### src/rtl/pcm_tslot_pkg.sv
package pcm_tslot_pkg;
  localparam int SAMPLE_W = 8;
  localparam int BIT_IDX_W = $clog2(SAMPLE_W);
  typedef logic [SAMPLE_W-1:0] pcm_sample_t;
  typedef logic [BIT_IDX_W-1:0] bit_idx_t;
endpackage

### src/rtl/pcm_frame_timer.sv
module pcm_frame_timer
  import pcm_tslot_pkg::*;
#(
  parameter int SLOTS     = 32,
  parameter bit START_LAG = 1'b0,
  localparam int SLOT_W   = $clog2(SLOTS),
  localparam int POS_W    = SLOT_W + BIT_IDX_W
) (
  input  logic              clk_i,
  input  logic              rst_ni,
  input  logic              fs_i,
  input  logic              delayed_i,
  input  logic [SLOT_W-1:0] slot_i,
  output logic              hit_o,
  output bit_idx_t          bit_o,
  output logic              slot_load_o
);
  localparam logic [POS_W-1:0] LAST_POS = POS_W'(SLOTS * SAMPLE_W - 1);

  logic             fs_q, run_q, run_n, start, go;
  logic [POS_W-1:0] pos_q, pos_n;
  logic [SLOT_W-1:0] target;

  assign start = fs_i & ~fs_q;

  // transmit side waits one edge after the sync is sampled
  if (START_LAG) begin : g_lag
    logic pend_q;
    always_ff @(posedge clk_i or negedge rst_ni) begin
      if (!rst_ni) pend_q <= 1'b0;
      else         pend_q <= start;
    end
    assign go = pend_q;
  end else begin : g_direct
    assign go = start;
  end

  always_comb begin
    run_n = run_q;
    pos_n = pos_q;
    if (go) begin
      run_n = 1'b1;
      pos_n = '0;
    end else if (run_q) begin
      if (pos_q == LAST_POS) run_n = 1'b0;
      else                   pos_n = pos_q + 1'b1;
    end
  end

  always_ff @(posedge clk_i or negedge rst_ni) begin
    if (!rst_ni) begin
      fs_q  <= 1'b0;
      run_q <= 1'b0;
      pos_q <= '0;
    end else begin
      fs_q  <= fs_i;
      run_q <= run_n;
      pos_q <= pos_n;
    end
  end

  assign target      = delayed_i ? slot_i : '0;
  assign hit_o       = run_q && (pos_q[POS_W-1:BIT_IDX_W] == target);
  assign bit_o       = pos_q[BIT_IDX_W-1:0];
  assign slot_load_o = run_n && (pos_n == {target, {BIT_IDX_W{1'b0}}});
endmodule

### src/rtl/pcm_tx_lane.sv
module pcm_tx_lane
  import pcm_tslot_pkg::*;
#(
  parameter int PORTS   = 2,
  localparam int PSEL_W = (PORTS > 1) ? $clog2(PORTS) : 1
) (
  input  logic              clk_i,
  input  logic              rst_ni,
  input  logic              hit_i,
  input  bit_idx_t          bit_i,
  input  logic              load_i,
  input  pcm_sample_t       byte_i,
  input  logic [PSEL_W-1:0] port_i,
  output logic [PORTS-1:0]  oe_o,
  output logic [PORTS-1:0]  data_o
);
  pcm_sample_t       hold_q;
  logic [PSEL_W-1:0] port_q;
  logic              cur_bit;

  always_ff @(posedge clk_i or negedge rst_ni) begin
    if (!rst_ni) begin
      hold_q <= '0;
      port_q <= '0;
    end else if (load_i) begin
      hold_q <= byte_i;
      port_q <= port_i;
    end
  end

  assign cur_bit = hold_q[BIT_IDX_W'(SAMPLE_W - 1) - bit_i];

  for (genvar p = 0; p < PORTS; p++) begin : g_line
    assign oe_o[p]   = hit_i && (port_q == PSEL_W'(p));
    assign data_o[p] = oe_o[p] & cur_bit;
  end
endmodule

### src/rtl/pcm_rx_lane.sv
module pcm_rx_lane
  import pcm_tslot_pkg::*;
#(
  parameter int PORTS   = 2,
  localparam int PSEL_W = (PORTS > 1) ? $clog2(PORTS) : 1
) (
  input  logic              clk_i,
  input  logic              rst_ni,
  input  logic              hit_i,
  input  bit_idx_t          bit_i,
  input  logic [PSEL_W-1:0] port_i,
  input  logic [PORTS-1:0]  data_i,
  output pcm_sample_t       byte_o,
  output logic              valid_o
);
  logic [PSEL_W-1:0] port_q, sel;
  pcm_sample_t       shift_q, byte_q;
  logic              valid_q, din;

  // line choice fixed at the first bit of the slot
  assign sel = (bit_i == '0) ? port_i : port_q;
  assign din = data_i[sel];

  always_ff @(posedge clk_i or negedge rst_ni) begin
    if (!rst_ni) begin
      port_q  <= '0;
      shift_q <= '0;
      byte_q  <= '0;
      valid_q <= 1'b0;
    end else begin
      valid_q <= 1'b0;
      if (hit_i) begin
        port_q  <= sel;
        shift_q <= {shift_q[SAMPLE_W-2:0], din};
        if (bit_i == BIT_IDX_W'(SAMPLE_W - 1)) begin
          byte_q  <= {shift_q[SAMPLE_W-2:0], din};
          valid_q <= 1'b1;
        end
      end
    end
  end

  assign byte_o  = byte_q;
  assign valid_o = valid_q;
endmodule

### src/rtl/pcm_tslot_port.sv
module pcm_tslot_port
  import pcm_tslot_pkg::*;
#(
  parameter int SLOTS   = 32,
  parameter int PORTS   = 2,
  localparam int SLOT_W = $clog2(SLOTS),
  localparam int PSEL_W = (PORTS > 1) ? $clog2(PORTS) : 1
) (
  input  logic              bclk_i,
  input  logic              rst_ni,
  input  logic              delayed_mode_i,
  input  logic              tx_fs_i,
  input  logic [SLOT_W-1:0] tx_slot_i,
  input  logic [PSEL_W-1:0] tx_port_i,
  input  logic [7:0]        tx_byte_i,
  output logic [PORTS-1:0]  tx_data_o,
  output logic [PORTS-1:0]  tx_oe_o,
  output logic [PORTS-1:0]  tx_slot_n_o,
  input  logic              rx_fs_i,
  input  logic [SLOT_W-1:0] rx_slot_i,
  input  logic [PSEL_W-1:0] rx_port_i,
  input  logic [PORTS-1:0]  rx_data_i,
  output logic [7:0]        rx_byte_o,
  output logic              rx_valid_o
);
  logic     tx_hit, tx_load, rx_hit, rx_load_unused, bclk_n;
  bit_idx_t tx_bit, rx_bit;

  assign bclk_n = ~bclk_i;

  pcm_frame_timer #(.SLOTS(SLOTS), .START_LAG(1'b1)) u_tx_timer (
    .clk_i(bclk_i), .rst_ni(rst_ni), .fs_i(tx_fs_i), .delayed_i(delayed_mode_i),
    .slot_i(tx_slot_i), .hit_o(tx_hit), .bit_o(tx_bit), .slot_load_o(tx_load)
  );

  pcm_tx_lane #(.PORTS(PORTS)) u_tx_lane (
    .clk_i(bclk_i), .rst_ni(rst_ni), .hit_i(tx_hit), .bit_i(tx_bit),
    .load_i(tx_load), .byte_i(tx_byte_i), .port_i(tx_port_i),
    .oe_o(tx_oe_o), .data_o(tx_data_o)
  );

  // open-drain strobe: 1 models the released state
  assign tx_slot_n_o = ~tx_oe_o;

  pcm_frame_timer #(.SLOTS(SLOTS), .START_LAG(1'b0)) u_rx_timer (
    .clk_i(bclk_n), .rst_ni(rst_ni), .fs_i(rx_fs_i), .delayed_i(delayed_mode_i),
    .slot_i(rx_slot_i), .hit_o(rx_hit), .bit_o(rx_bit), .slot_load_o(rx_load_unused)
  );

  pcm_rx_lane #(.PORTS(PORTS)) u_rx_lane (
    .clk_i(bclk_n), .rst_ni(rst_ni), .hit_i(rx_hit), .bit_i(rx_bit),
    .port_i(rx_port_i), .data_i(rx_data_i), .byte_o(rx_byte_o), .valid_o(rx_valid_o)
  );
endmodule

### config.mk
export PLATFORM = sky130hd
export DESIGN_NAME = pcm_tslot_port
export DESIGN_NICKNAME = d
export VERILOG_FILES = /design/src/rtl/pcm_tslot_pkg.sv /design/src/rtl/pcm_frame_timer.sv /design/src/rtl/pcm_tx_lane.sv /design/src/rtl/pcm_rx_lane.sv /design/src/rtl/pcm_tslot_port.sv
export SDC_FILE = /design/constraint.sdc
export NUM_CORES = 1
export LEC_CHECK = 0
export BUFFER_PORTS_ARGS = -buffer_cell sky130_fd_sc_hd__buf_2
export CELL_PAD_IN_SITES_DETAIL_PLACEMENT = 0
export CELL_PAD_IN_SITES_GLOBAL_PLACEMENT = 1
export CORE_MARGIN = 2
export CORE_UTILIZATION = 40
export DETAILED_ROUTE_END_ITERATION = 10
export PLACE_DENSITY_LB_ADDON = 0.1
export SETUP_SLACK_MARGIN = 0.4
export SLEW_MARGIN = 20
export SYNTH_ARGS = -nofsm -noshare
export SYNTH_HDL_FRONTEND = slang
export SYNTH_HIERARCHICAL = 1
export SYNTH_SLANG_ARGS = --single-unit
### constraint.sdc
create_clock -name bclk_i -period 2.9 [get_ports bclk_i]
set_input_delay 0.435 -clock bclk_i [delete_from_list [all_inputs] [get_ports bclk_i]]
set_output_delay 0.435 -clock bclk_i [all_outputs]
set_load 0.005 [all_outputs]
After elaboration in Yosys (flattened, before gate mapping)
Index checks and enable logic that the tools add are counted.
- $lt $le $gt $ge: 2
- reduce and logical (&&, ||, !) cells: 9
- bitwise operators: 8
- muxes and demuxes: 21
- $add $sub $neg: 3
- eq/ne operators: 7
- operators with widths (operator ; number):
    8-bit 2-to-1 mux ; 6
    8-bit by 1-bit adder with 8-bit output, second input constant ; 2
    8-bit equality test, second input constant ; 2
    1-bit 2-to-1 mux ; 12
    5-bit equality test ; 2
    5-bit 2-to-1 mux ; 2
    8-bit equality test ; 1
    1-bit logical AND ; 5
    1-bit AND ; 4
    3-bit by 4-bit < comparator with 1-bit output, second input constant ; 1
    2-bit AND reduction ; 2
    1-bit binary-select mux with 3-bit select ; 1
    3-bit equality test, second input constant ; 1
    3-bit logical NOT ; 1
    1-bit inverter ; 3
    3-bit subtractor, first input constant ; 1
    1-bit by 2-bit < comparator with 1-bit output, second input constant ; 1
    2-bit by 1-bit inequality test with 1-bit output, second input constant ; 1
    2-bit inverter ; 1
    2-bit nonzero test ; 1
- bits in registers: 47
- word-level logic and storage cells: 63
- output and inout port bits: 15
- input port bits: 27

Logic depth before layout (Yosys ltp)
Gate-level depths: netlist (run 1).
- depth in word-level cells: 6
- depth in mapped cells: 10
- depth with buffers taken out: 9

By module
Netlist (run 1), hierarchy kept.
- by module, submodules not included (module ; cells an instance ; area each (um^2) ; instances ; seq. area each (um^2)):
    pcm_frame_timer at u_tx_timer ; 113 ; 939.7 ; 1 ; 275.3
    pcm_frame_timer at u_rx_timer ; 106 ; 874.6 ; 1 ; 250.2
    pcm_rx_lane ; 57 ; 651.9 ; 1 ; 425.4
    pcm_tx_lane ; 33 ; 444.2 ; 1 ; 225.2
    pcm_tslot_port ; 3 ; 11.3 ; 1 ; 0.0

==> impl_metrics.tcl, run 1 <==
set metrics [dict create \
    setup_slack_ns -0.0198 \
    max_stage_delay_ns 0.30 \
    syn2layout_area_growth_pct 32.0 \
    layoutNonFillerInstCount 448 \
    nNetsFinal 396 \
    clkTransAtPathRegs_ns 0.11 \
    via_per_inst 5.25 \
    reg2regPathDepth 8 \
    rr_startpoint "u_tx_timer/pos_q[1]$_DFF_PN0_" \
    crit_path_top_delay_cell "mux2_4" \
    startpoint_type "input pin" \
    dr.pass1.iters 4 \
    grt_pass1_vias 2143 \
    stdcell_area_sq_um 3600 \
    port_buffers 41 \
    reg2reg_slack_ns 0.40 \
    first_iter_violations 96 \
    arrival_ns 1.72 \
    coreArea_sq_um 6680 \
    worst_pin_slew_ns 0.471 \
    die_x_um 86.6 \
    crit_chain "buf_2 > o32ai_4 > a22oi_2 > nor4_2 > buf_4 > buf_8 > mux2_4" \
    violations "setup timing" \
    yosys_warnings 6 \
    ctsHtreeMaxLevel 2 \
    rows 30 \
    start_util_pct 40.8 \
    hold_depth 1 \
    cts_tree "built" \
    power.leakage_nw 1.76 \
    hold_slack_ns 0.240 \
    io_pins 42 \
    final_cell_mix "41 x dfrtp_1, 40 x buf_2, 37 x nand2_1" \
    grt_overflow 0 \
    grt_setup_unrepaired "yes" \
    hold_start "tx_fs_i" \
    drc_errors 0 \
    syn-instance-count 283 \
    fin_tns_setup_ns -0.122 \
    clockRootBuffer "clkbuf_8" \
    grt_pass1_wl_um 9850 \
    hpwlAfterDp_um 4050 \
    wire_per_inst_um 13.3 \
    min_to "u_tx_timer/fs_q$_DFF_PN0_" \
    worst-setup-path-type "input pin to flip-flop" \
    dp.cells 394 \
    grt_antenna_before_repair 0 \
    status "complete, but fails checks" \
    vdd_drop_max_mv 0.406 \
    slew_headroom_pct 68.2 \
    cp_max_fo 7 \
    layout_commonest_cell "dfrtp_1" \
    r2r-end "u_tx_lane/hold_q[4]$_DFFE_PN0P_" \
    finalMaxSlewViolations 0 \
    power_density_nw_per_um2 697 \
    syn_avg_cell_area_sq_um 9.64 \
    die_y_um 86.6 \
    gp_congestion 0.806 \
    path_buf_inv 3 \
    cp_top_family "buffers and inverters" \
    setup_viol 12 \
    routed-via-count 2353 \
    wl_um 5980 \
    postSynthNetCount 312 \
    cts_buffer_depth 2 \
    n_antenna_cell 0 \
    drive_gt1_share_pct 38.9 \
    grt_max_degree 18 \
    finClkSkew_ns 0.0170 \
    syn_area_sq_um 2730 \
    finalHoldViolCount 0 \
    postPlaceCellArea_sq_um 3060 \
    endpoint_kind "flip-flop" \
    clkLatencyLatePin_ns 0.38 \
    maxCapViolCount 0 \
    cts_sinks 47 \
    die_area_sq_um 7500 \
    cts_buffers 5 \
    ant_nets 0 \
    worstPathRequired_ns 1.70 \
    min_path_type "input pin to flip-flop" \
    grt.total_usage_pct 16.4 \
]
[layer usage]
metal	up-vias	global-route usage, %	wire, um
met3	2	5.14	226
met4	0	3.98	35
met5	-	0	0
met2	36	26.3	2950
li1	1166	-	-
met1	1149	21.8	2770
[final cells by class]
cell class                      instances  area (sq um)
Sequential cell                        47          1180
Fill cell                             651          3080
Clock inverter                         30           136
Clock buffer                            5          68.8
Timing Repair Buffer                   74           524
Multi-Input combinational cell        201          1540
Tap cell                               80           100
Inverter                               11          50.0
[how the worst max path moves through the flow]
stage                     depth (start not counted)                          endpoint  slack, ns         start
after floorplan                                   8   u_rx_lane/byte_o[0]$_DFFE_PN0P_      -0.33  rx_slot_i[3]
after global placement                            7  u_rx_lane/shift_q[4]$_DFFE_PN0P_      -0.58  rx_slot_i[3]
after detailed placement                          7  u_rx_lane/shift_q[4]$_DFFE_PN0P_      -0.61  rx_slot_i[3]
after CTS                                        10   u_rx_lane/byte_o[2]$_DFFE_PN0P_      -0.08  rx_slot_i[3]
after global routing                              9   u_rx_lane/byte_o[7]$_DFFE_PN0P_      -0.15  rx_slot_i[4]
final                                             7  u_rx_lane/shift_q[1]$_DFFE_PN0P_      -0.02  rx_slot_i[4]
[repair_timing]
item | CTS | global route
endpoints found under the setup margin | 36 | 36
hold endpoints to repair | 5 | 0
cloned | 0 | 1
hold buffers | 1 | 0
pin swaps | 5 | 14
gates resized for setup | 21 | 26
setup buffers | 8 | 10
[stage by stage]
stage                     total power (W)  utilization [%]  worst slack [ns]
after floorplan                   0.00160                -            -0.326
after global placement            0.00178             45.7            -0.579
after detailed placement          0.00179             45.7            -0.612
after CTS                         0.00242             50.8           -0.0808
after global routing              0.00271             53.9            -0.148
final                             0.00251             53.9           -0.0198
[where the power goes]
group / switching, W / internal [W]
Combinational: 0.000337 / 0.000517
Sequential: 0.000207 / 0.000864
Clock: 0.000354 / 0.000231
[state kept, by name, indices dropped and copies added (netlist names)]
signal,count
u_tx_timer/pos_q,8
u_tx_lane/port_q,1
u_rx_timer/fs_q,1
u_rx_timer/pos_q,8
u_rx_lane/port_q,1
u_rx_lane/valid_o,1
u_tx_timer/g_lag.pend_q,1
u_rx_lane/shift_q,7
u_rx_lane/byte_o,8
u_tx_timer/fs_q,1
u_rx_timer/run_q,1
u_tx_timer/run_q,1
u_tx_lane/hold_q,8
Note: power is estimated with default switching activity, not from simulation.
==> run 2, diff against run 1 <==
MAX_ROUTING_LAYER = met4   (was not set)
SYNTH_HIERARCHICAL = not set   (was 1)
==> impl_metrics.tcl, run 2 <==
set metrics [dict create \
    finalHoldViolCount 0 \
    cts_hold_buf 0 \
    synth.area.top_cells "dfrtn_1 26%, dfrtp_1 19%, mux2_2 9.0%" \
    first_iter_violations 92 \
    worst_pin_slew_ns 0.555 \
    grt_max_degree 48 \
    dp_slack_ns -0.631 \
    hpwlAfterDp_um 3870 \
    synth_top_cell_by_area "dfrtn_1" \
    wl_um 5570 \
    grt_pass1_wl_um 9250 \
    postSynthNetCount 278 \
    synth_common_cells "34 x nand2_1, 27 x dfrtn_1, 21 x mux2_2, 20 x dfrtp_1, 18 x nor2_1" \
    arrival_ns 1.71 \
    io_pins 42 \
    die_y_um 85.0 \
    grt.total_usage_pct 16.3 \
    violations "setup timing" \
    p_total_w 0.00233 \
    start_util_pct 41.3 \
    setup_slack_ns -0.109 \
    slew_headroom_pct 62.6 \
    synth_seq_area_share_pct 44.8 \
    cts_buffer_depth 2 \
    maxCapViolCount 0 \
    syn_area_sq_um 2630 \
    grt_setup_unrepaired "yes" \
    routed-via-count 2011 \
    die_area_sq_um 7230 \
    postPlaceCellArea_sq_um 2900 \
    gp_congestion 0.817 \
    post-synth-top-count-cell "nand2_1" \
    rows 29 \
    status "complete, but fails checks" \
    n_antenna_cell 0 \
    cp_max_fo 7 \
    port_buffers 41 \
    grt_antenna_before_repair 0 \
    syn2layout_area_growth_pct 26.8 \
    power_density_nw_per_um2 699 \
    syn_avg_cell_area_sq_um 10.6 \
    worst-setup-path-type "input pin to flip-flop" \
    clockRootBuffer "clkbuf_8" \
    drive_gt1_share_pct 41.6 \
    setup_viol 10 \
    via_per_inst 5.29 \
    min_path_type "input pin to async pin" \
    vdd_drop_max_mv 0.438 \
    finalMaxSlewViolations 0 \
    nFillCells 600 \
    syn-instance-count 247 \
    drc_errors 0 \
    async_flop_share_pct 100 \
    clkTransAtPathRegs_ns 0.09 \
    dr.pass1.iters 5 \
    endpoint_kind "flip-flop" \
    synth_top_area_share_pct 25.7 \
    synth_flop_cell "dfrtn_1" \
    stdcell_area_sq_um 3330 \
    startpoint_type "input pin" \
    grt_overflow 0 \
    worstPathRequired_ns 1.60 \
    cts_sinks 47 \
    final_cell_mix "37 x buf_2, 27 x dfrtn_1, 24 x nand2_1" \
    die_x_um 85.0 \
    ant_nets 0 \
    grt_pass1_vias 1998 \
    fin_tns_setup_ns -0.912 \
    wire_per_inst_um 14.7 \
    layout_commonest_cell "buf_2" \
    yosys_warnings 0 \
    cts_buffers 5 \
    ctsHtreeMaxLevel 2 \
    finClkSkew_ns 0.00242 \
    synth_cell_type_count 54 \
    nNetsFinal 333 \
    synth-seq-cells 47 \
    coreArea_sq_um 6350 \
    cts_tree "built" \
    power.leakage_nw 1.56 \
    hold_slack_ns 0.0961 \
    clkLatencyLatePin_ns 0.30 \
    synth_edf_count 0 \
]
run 2: final timing paths:
| kind | start | to | slack, ns | cells after the start |
|---|---|---|---|---|
| max | delayed_mode_i | u_rx_lane.port_q$_DFFE_NN0P_ | -0.11 | 7 |
| min | rst_ni | u_tx_timer.pos_q[4]$_DFF_PN0_ | 0.1 | 2 |
| max reg2reg | u_tx_timer.pos_q[0]$_DFF_PN0_ | u_tx_lane.hold_q[6]$_DFFE_PN0P_ | 0.44 | 8 |
| min reg2reg | u_tx_timer.fs_q$_DFF_PN0_ | u_tx_timer.g_lag.pend_q$_DFF_PN0_ | 0.40 | 1 |
| max in group asynchronous | rst_ni | u_rx_timer.fs_q$_DFF_NN0_ | 1.21 | 2 |
| min in group bclk_i | tx_fs_i | u_tx_timer.fs_q$_DFF_PN0_ | 0.26 | 1 |
run 2: logic make-up (layout without fill, tap and decap cells):
family          Yosys count  count (layout)  share of synthesized area, %
xor+xnor                 10              10                          3.34
buf+inv                  21              77                          6.24
simple gates             98              98                          20.0
flops                    47              47                          44.8
mux                      27              27                          12.5
compound gates           40              40                          11.2
fa+ha+maj                 4               4                          1.91
run 2: metrics by stage:
stage	cells	utilization, %
detailed placement	361	45.6
floorplan	247	-
CTS	371	48.9
global route	380	52.4
global placement	361	45.6
finish	380	52.4
run 2: cell type report:
class                           count  area [sq um]  share of cell area [%]
Sequential cell                    47          1180                    35.5
Clock inverter                      1          8.76                   0.263
Clock buffer                        7           108                    3.23
Inverter                            8          30.0                   0.902
Multi-Input combinational cell    179          1470                    44.2
Timing Repair Buffer               61           432                    13.0
Tap cell                           77          96.3                    2.89
run 2: critical path: stages:
cell,delay [ns]
buf_12,0.11
nand2_4,0.05
o21ai_2,0.04
a221o_1,0.31
nor3_4,0.27
and2_4,0.19
mux2_4,0.29
run 2: power by group:
group          internal [W]  switching, W
combinational      0.000468      0.000319
clock              0.000249      0.000230
sequential         0.000867      0.000192
total               0.00158      0.000741
run 2: timing repair:
action                                 CTS  global route
cloned                                   0             1
setup buffers                            2             8
setup endpoints to repair               39            39
pin swaps                                2            17
endpoints found under the hold margin    0             0
resized for setup                       21            42
run 2: per-layer routing:
layer / up-vias / track usage [%] / share of wire [%]
met4: 0 / 5.48 / 1.5
met5: - / - / 0
li1: 994 / - / -
met3: 4 / 3.50 / 4.2
met1: 968 / 20.7 / 46
met2: 45 / 26.0 / 48
